**src/rtl/wcr_pkg.sv**
```systemverilog
package wcr_pkg;
    typedef enum logic [1:0] {
        ST_BOOT = 2'd0,
        ST_IDLE = 2'd1,
        ST_STEP = 2'd2
    } wcr_state_e;
endpackage

```
**src/rtl/wcr_cell.sv**
```systemverilog
module wcr_cell #(
    parameter int WIDTH = 8
) (
    input  logic             clk,
    input  logic             rst_n,
    input  logic             ld_en,
    input  logic [WIDTH-1:0] ld_val,
    input  logic             inc_en,
    input  logic             dec_en,
    output logic [WIDTH-1:0] pos
);
    localparam logic [WIDTH-1:0] TOP = '1;
    localparam logic [WIDTH-1:0] BOT = '0;

    logic [WIDTH-1:0] pos_q;

    always_ff @(posedge clk or negedge rst_n) begin
        if (!rst_n) begin
            pos_q <= BOT;
        end else if (ld_en) begin
            pos_q <= ld_val;
        end else if (inc_en && pos_q != TOP) begin
            pos_q <= pos_q + 1'b1;
        end else if (dec_en && pos_q != BOT) begin
            pos_q <= pos_q - 1'b1;
        end
    end

    assign pos = pos_q;

    // a load always lands, whatever step is requested
    p_load_lands_r9: assert property (@(posedge clk) disable iff (!rst_n)
        ld_en |=> pos_q == $past(ld_val));

    // saturation at both ends
    p_sat_top_r7: assert property (@(posedge clk) disable iff (!rst_n)
        (inc_en && !ld_en && pos_q == TOP) |=> pos_q == TOP);
    p_sat_bot_r7: assert property (@(posedge clk) disable iff (!rst_n)
        (dec_en && !ld_en && pos_q == BOT) |=> pos_q == BOT);

    // a single step moves by exactly one tap
    p_step_up_r6: assert property (@(posedge clk) disable iff (!rst_n)
        (inc_en && !ld_en && pos_q != TOP) |=> pos_q == $past(pos_q) + 1'b1);
    p_step_dn_r6: assert property (@(posedge clk) disable iff (!rst_n)
        (dec_en && !ld_en && !inc_en && pos_q != BOT) |=> pos_q == $past(pos_q) - 1'b1);

    // with no request the position is held
    p_hold_r3: assert property (@(posedge clk) disable iff (!rst_n)
        (!ld_en && !inc_en && !dec_en) |=> $stable(pos_q));
endmodule

```
**src/rtl/wcr_tap_decode.sv**
```systemverilog
module wcr_tap_decode #(
    parameter int WIDTH = 8
) (
    input  logic [WIDTH-1:0]      pos,
    output logic [(1<<WIDTH)-1:0] tap
);
    localparam int TAPS = 1 << WIDTH;

    for (genvar k = 0; k < TAPS; k++) begin : g_tap
        assign tap[k] = (pos == WIDTH'(k));
    end
endmodule

```
**src/rtl/wcr_ctrl.sv**
```systemverilog
module wcr_ctrl
    import wcr_pkg::*;
#(
    parameter int NUM_POTS = 4,
    parameter int NUM_REGS = 4,
    parameter int WIDTH    = 8,
    localparam int POT_W   = (NUM_POTS > 1) ? $clog2(NUM_POTS) : 1,
    localparam int REG_W   = (NUM_REGS > 1) ? $clog2(NUM_REGS) : 1
) (
    input  logic                               clk,
    input  logic                               rst_n,
    input  logic                               host_wr,
    input  logic [POT_W-1:0]                   host_pot,
    input  logic [WIDTH-1:0]                   host_data,
    input  logic                               xfer_ld,
    input  logic                               xfer_all,
    input  logic [POT_W-1:0]                   xfer_pot,
    input  logic [REG_W-1:0]                   xfer_sel,
    input  logic                               step_en,
    input  logic [POT_W-1:0]                   step_pot,
    input  logic                               step_pulse,
    input  logic                               step_up,
    input  logic [NUM_POTS*NUM_REGS*WIDTH-1:0] stored_regs,
    output logic [NUM_POTS-1:0]                ld_en,
    output logic [NUM_POTS*WIDTH-1:0]          ld_val,
    output logic [NUM_POTS-1:0]                inc_en,
    output logic [NUM_POTS-1:0]                dec_en
);
    wcr_state_e       state_q, state_d;
    logic [POT_W-1:0] frame_pot_q;

    // state register
    always_ff @(posedge clk or negedge rst_n) begin
        if (!rst_n) begin
            state_q     <= ST_BOOT;
            frame_pot_q <= '0;
        end else begin
            state_q <= state_d;
            if (state_q == ST_IDLE && step_en) begin
                frame_pot_q <= step_pot;
            end
        end
    end

    // next state
    always_comb begin
        state_d = state_q;
        unique case (state_q)
            ST_BOOT: state_d = ST_IDLE;
            ST_IDLE: if (step_en)  state_d = ST_STEP;
            ST_STEP: if (!step_en) state_d = ST_IDLE;
            default: state_d = ST_BOOT;
        endcase
    end

    // outputs: per-pot load and step requests
    always_comb begin
        logic hit;
        ld_en  = '0;
        ld_val = '0;
        inc_en = '0;
        dec_en = '0;
        unique case (state_q)
            ST_BOOT: begin
                for (int p = 0; p < NUM_POTS; p++) begin
                    ld_en[p]                 = 1'b1;
                    ld_val[p*WIDTH +: WIDTH] = stored_regs[(p*NUM_REGS)*WIDTH +: WIDTH];
                end
            end
            ST_IDLE, ST_STEP: begin
                for (int p = 0; p < NUM_POTS; p++) begin
                    hit = 1'b0;
                    if (host_wr && host_pot == POT_W'(p)) begin
                        hit                      = 1'b1;
                        ld_val[p*WIDTH +: WIDTH] = host_data;
                    end else if (xfer_ld && (xfer_all || xfer_pot == POT_W'(p))) begin
                        hit                      = 1'b1;
                        ld_val[p*WIDTH +: WIDTH] =
                            stored_regs[(p*NUM_REGS + int'(xfer_sel))*WIDTH +: WIDTH];
                    end
                    ld_en[p] = hit;
                    if (state_q == ST_STEP && step_pulse && !hit &&
                        frame_pot_q == POT_W'(p)) begin
                        inc_en[p] = step_up;
                        dec_en[p] = !step_up;
                    end
                end
            end
            default: ;
        endcase
    end

    // the recall state lasts exactly one cycle
    p_boot_once_r1: assert property (@(posedge clk) disable iff (!rst_n)
        state_q == ST_BOOT |=> state_q == ST_IDLE);

    // entering a frame latches the requested pot
    p_frame_entry_r6: assert property (@(posedge clk) disable iff (!rst_n)
        (state_q == ST_IDLE && step_en) |=>
            (state_q == ST_STEP && frame_pot_q == $past(step_pot)));

    // the framed pot does not change while the frame stays open
    p_frame_pot_r8: assert property (@(posedge clk) disable iff (!rst_n)
        (state_q == ST_STEP && step_en) |=> $stable(frame_pot_q));

    // no step request leaves the controller outside a frame
    p_no_step_idle_r8: assert property (@(posedge clk) disable iff (!rst_n)
        (state_q != ST_STEP) |-> (inc_en == '0 && dec_en == '0));
endmodule

```
**src/rtl/wcr_bank.sv**
```systemverilog
module wcr_bank #(
    parameter int NUM_POTS = 4,
    parameter int NUM_REGS = 4,
    parameter int WIDTH    = 8,
    localparam int POT_W   = (NUM_POTS > 1) ? $clog2(NUM_POTS) : 1,
    localparam int REG_W   = (NUM_REGS > 1) ? $clog2(NUM_REGS) : 1,
    localparam int TAPS    = 1 << WIDTH
) (
    input  logic                               clk,
    input  logic                               rst_n,
    input  logic                               host_wr,
    input  logic [POT_W-1:0]                   host_pot,
    input  logic [WIDTH-1:0]                   host_data,
    input  logic                               xfer_ld,
    input  logic                               xfer_all,
    input  logic [POT_W-1:0]                   xfer_pot,
    input  logic [REG_W-1:0]                   xfer_sel,
    input  logic                               step_en,
    input  logic [POT_W-1:0]                   step_pot,
    input  logic                               step_pulse,
    input  logic                               step_up,
    input  logic [NUM_POTS*NUM_REGS*WIDTH-1:0] stored_regs,
    output logic [NUM_POTS*WIDTH-1:0]          wiper_pos,
    output logic [NUM_POTS*TAPS-1:0]           tap_sel
);
    logic [NUM_POTS-1:0]       ld_en, inc_en, dec_en;
    logic [NUM_POTS*WIDTH-1:0] ld_val;

    wcr_ctrl #(
        .NUM_POTS (NUM_POTS),
        .NUM_REGS (NUM_REGS),
        .WIDTH    (WIDTH)
    ) u_ctrl (
        .clk         (clk),
        .rst_n       (rst_n),
        .host_wr     (host_wr),
        .host_pot    (host_pot),
        .host_data   (host_data),
        .xfer_ld     (xfer_ld),
        .xfer_all    (xfer_all),
        .xfer_pot    (xfer_pot),
        .xfer_sel    (xfer_sel),
        .step_en     (step_en),
        .step_pot    (step_pot),
        .step_pulse  (step_pulse),
        .step_up     (step_up),
        .stored_regs (stored_regs),
        .ld_en       (ld_en),
        .ld_val      (ld_val),
        .inc_en      (inc_en),
        .dec_en      (dec_en)
    );

    for (genvar g = 0; g < NUM_POTS; g++) begin : g_pot
        logic [WIDTH-1:0] pos;
        logic [TAPS-1:0]  tap;

        wcr_cell #(.WIDTH(WIDTH)) u_cell (
            .clk    (clk),
            .rst_n  (rst_n),
            .ld_en  (ld_en[g]),
            .ld_val (ld_val[g*WIDTH +: WIDTH]),
            .inc_en (inc_en[g]),
            .dec_en (dec_en[g]),
            .pos    (pos)
        );

        wcr_tap_decode #(.WIDTH(WIDTH)) u_dec (
            .pos (pos),
            .tap (tap)
        );

        assign wiper_pos[g*WIDTH +: WIDTH] = pos;
        assign tap_sel[g*TAPS +: TAPS]     = tap;

        // exactly one switch closed, and it is the one the position names
        p_one_tap_r2: assert property (@(posedge clk) disable iff (!rst_n)
            $countones(tap) == 1);
        p_tap_at_pos_r2: assert property (@(posedge clk) disable iff (!rst_n)
            tap[pos] == 1'b1);
    end
endmodule

```
**config.mk**
```make
export PLATFORM = sky130hd
export DESIGN_NAME = wcr_bank
export DESIGN_NICKNAME = d
export VERILOG_FILES = /design/src/rtl/wcr_pkg.sv /design/src/rtl/wcr_cell.sv /design/src/rtl/wcr_tap_decode.sv /design/src/rtl/wcr_ctrl.sv /design/src/rtl/wcr_bank.sv
export SDC_FILE = /design/constraint.sdc
export NUM_CORES = 1
export LEC_CHECK = 0
export ABC_AREA = 1
export BUFFER_PORTS_ARGS = -buffer_cell sky130_fd_sc_hd__buf_4
export CORE_AREA = 10 10 467 469
export CTS_CLUSTER_DIAMETER = 50
export CTS_CLUSTER_SIZE = 10
export DETAILED_ROUTE_END_ITERATION = 6
export DIE_AREA = 0 0 477 479
export GPL_ROUTABILITY_DRIVEN = 0
export GPL_TIMING_DRIVEN = 0
export HOLD_SLACK_MARGIN = 0.05
export SLEW_MARGIN = 20
export SYNTH_ARGS = -nofsm -noshare
export SYNTH_HDL_FRONTEND = slang
export SYNTH_HIERARCHICAL = 1
export SYNTH_SLANG_ARGS = --single-unit
export TNS_END_PERCENT = 100
```
**constraint.sdc**
```tcl
create_clock -name clk -period 7.2 [get_ports clk]
set_clock_uncertainty 0.2 [all_clocks]
set_input_delay 0.72 -clock clk [delete_from_list [all_inputs] [get_ports clk]]
set_output_delay 0.72 -clock clk [all_outputs]
set_load 0.05 [all_outputs]
```
==> flow_summary.toml <==
[status]
status = "finished, final reports clean"

[routing]
drc_errors = 0
routedWlPerCell_microns = 25.82
route.detailed.vias_per_inst = 3.277
ant_nets = 0
vias = 21850
dr.pass1.iters = 7
routed_wl_mm = 172.2
drt_iter0_markers = 1730

[synthesis]
synth_area_leaders = "nor2_1, nand2_1, inv_1"
synthSimpleGateAreaFrac_pct = 68.72
syn_area_sq_um = 11800
yosysTopAreaCellShare_pct = 41.17
synthCells = 2623
yosys.area.top_type = "nor2_1"
ys_types = 30
syn_area_per_cell_sq_um = 4.498
synthXorXnorAreaFrac_pct = 0.5939
yosysWarnings = 6
synth_compound_area_share_pct = 2.482
synth-adder-area-share_pct = 4.285
synth_top_family_by_area = "simple AND/OR/NAND/NOR gates"
synth.yosys.seq_area_share_pct = 7.636
synth.area.mux_share_pct = 0.08484
synth_nets = 2813
ys_ff_latch = 36

[sta]
fmax_mhz = 227.9
final.period_utilization_pct = 60.94
period_needed_ps = 4387
rsz0062_at_grt = "false"
fin_ws_ps = 2813
setup_tns_ps = 0
tightest_slew_ps = 1212
setup_violations = 0
slew_violations = 0
hold_violations = 0
maxSlewHeadroom_pct = 19.00
timing.hold.ws_ps = 217.4

[floorplan]
die_y_microns = 479
die_area_sq_um = 228500
start_util_pct = 5.652
boundaryPins = 1208
rows = 168
core_sq_um = 208700
dieWidth_microns = 477

[final_layout]
mostFrequentLayoutCells = "nor2_1, buf_4, nand2_1"
fin_nets = 4025
final_common_cell = "nor2_1"
syn_to_final_growth_pct = 108.8
post-route-util_pct = 11.80
drive_above_1_share_pct = 36.84
fillCellCount = 24850

[worst_setup_path]
crit_path_end = "g_pot[2].u_cell/pos[5]"
path_common_cell = "nand2_1"
rr_endpoint = "g_pot[2].u_cell/pos[5]"
r2r_start = "u_ctrl/state_q[0]"
cp-start-kind = "register"
worst_setup_path_end_kind = "register"
crit_path_max_incr_delay_ps = 590
ff2ff_setup_slack_ps = 2810
required_ps = 7200
arrival_ps = 4380
slowest_stage = "buf_1"
path_cells = "inv_1, ha_1, buf_2, buf_1, nand2_1, nor2_1, nand2_2, ha_1, or2_2, nand2_1, nor2_1, o21bai_1, nand3_1, nand2_1, nand2_1"
critPathMaxFanout = 10
startpoint = "u_ctrl/state_q[0]"
critPathKind = "register to register"
r2r.worst_path.cells = 15

[power_and_ir_drop]
leakagePower_nw = 12.09
peakVddDrop_mv = 0.1254
powerDensity_nw_per_um2 = 277.5
power_mw = 6.838

[global_route]
grt_usage_pct = 14.05
grt_max_degree = 37
grt_pass1_vias = 21240
grt_overflow_total = 0
grt_pass1_wl_mm = 216.0
antenna_found_initial = 52

[worst_hold_path]
min_path_type = "input port to asynchronous set/reset pin"

[place]
dpl_worst_slack_ps = 2783
place_hpwl_mm = 152.9
portBuffers = 1205

[clocking]
cts_tree = "done"
ctsHoldBuffers = 0
clk_latency_ps = 300
clk_pin_slew_worst_paths_ps = 70
clock_sinks = 36
cts-resized-gates = 0
cts_buffers = 5
cts.path.max_buffers = 2
cts_setup_buffers = 0
cts_max_level = 2
cts_root_buffer = "clkbuf_16"

[job]
max_cap_violations = 0
==> sequential cells by signal (all words and copies together), names as in the netlist <==
signal              count
g_pot.u_cell/pos       32
u_ctrl/frame_pot_q      2
u_ctrl/state_q          2
==> worst max-delay path: cells and delay by family, from the launching register on <==
kind                       cells  cell delay [ps]
DFF                            1              440
and+or+nand+nor                9             1860
buffers and inverters          3              920
adders and majority gates      2              720
AOI/OAI and AO/OA              1              120
==> logic make-up (layout without fill, tap and decap cells) <==
| family | after synthesis | after routing |
|---|---|---|
| AO/OA/AOI/OAI | 50 | 50 |
| multiplexers | 1 | 1 |
| buffers and inverters | 424 | 1637 |
| flip-flops | 36 | 36 |
| XOR/XNOR | 8 | 8 |
| adder cells (fa/ha/maj) | 38 | 38 |
| AND/OR/NAND/NOR | 2066 | 2066 |
| other | 0 | 28 |
==> how the worst min path moves through the flow <==
| stage | end | startpoint | slack, ps |
|---|---|---|---|
| 3_5_place_dp | u_ctrl/frame_pot_q[1] | u_ctrl/frame_pot_q[1] | 390 |
| 2_1_floorplan | g_pot[0].u_cell/pos[0] | rst_n | 220 |
| 4_1_cts | g_pot[2].u_cell/pos[3] | rst_n | 240 |
| 5_1_grt | g_pot[2].u_cell/pos[3] | rst_n | 260 |
| 3_3_place_gp | u_ctrl/frame_pot_q[1] | u_ctrl/frame_pot_q[1] | 380 |
| 6_report | g_pot[2].u_cell/pos[3] | rst_n | 220 |
==> area by class of cell <==
cell class / instances / area [sq um] / area share, %
well taps: 2805 / 3510 / 14.24
inverters: 256 / 970.9 / 3.941
flip-flops and latches: 36 / 900.9 / 3.656
plain buffers: 168 / 939.7 / 3.814
clock buffers: 5 / 125.1 / 0.5078
multi-input cells: 2163 / 8986 / 36.47
clock inverters: 3 / 90.09 / 0.3656
diodes: 28 / 70.07 / 0.2844
repair buffers: 1205 / 9046 / 36.72
==> synthesized netlist by cell type <==
library cell,number
nor2_2,2
mux2i_1,1
nor2_1,1294
or2_2,12
o21ai_2,8
xor2_1,4
nand4_1,8
nand3_1,130
inv_2,3
inv_1,245
clkinv_1,4
inv_4,4
nand2_1,602
nor2_8,4
xnor2_1,4
a21oi_1,22
dfrtp_1,36
nand2_4,5
clkbuf_1,12
buf_4,37
o21bai_1,4
o21ai_0,15
ha_1,34
nor2_4,2
a21boi_0,1
fa_1,4
buf_1,3
buf_6,4
buf_2,112
nand2_2,7
==> report_power, final <==
part | internal [mW] | total [mW] | switching, mW
logic | 1.33 | 5.80 | 4.47
registers | 0.303 | 0.698 | 0.395
clock network | 0.234 | 0.338 | 0.104
total | 1.87 | 6.84 | 4.97
==> layer usage <==
layer,track usage [%],vias up,part of all wire (%)
met1,16.12,10140,38
met3,3.823,172,9.3
li1,-,10190,-
met4,4.832,18,3.4
met5,0,-,0.059
met2,24.96,1335,49
==> stage by stage <==
step | instances | area, sq um
after floorplan | 2623 | 11800
after global routing | 6652 | 24600
after CTS | 6641 | 24570
after detailed placement | 6633 | 24350
after global placement | 6633 | 24350
final | 6669 | 24640
No activity file was read; power rests on OpenSTA's default activity.
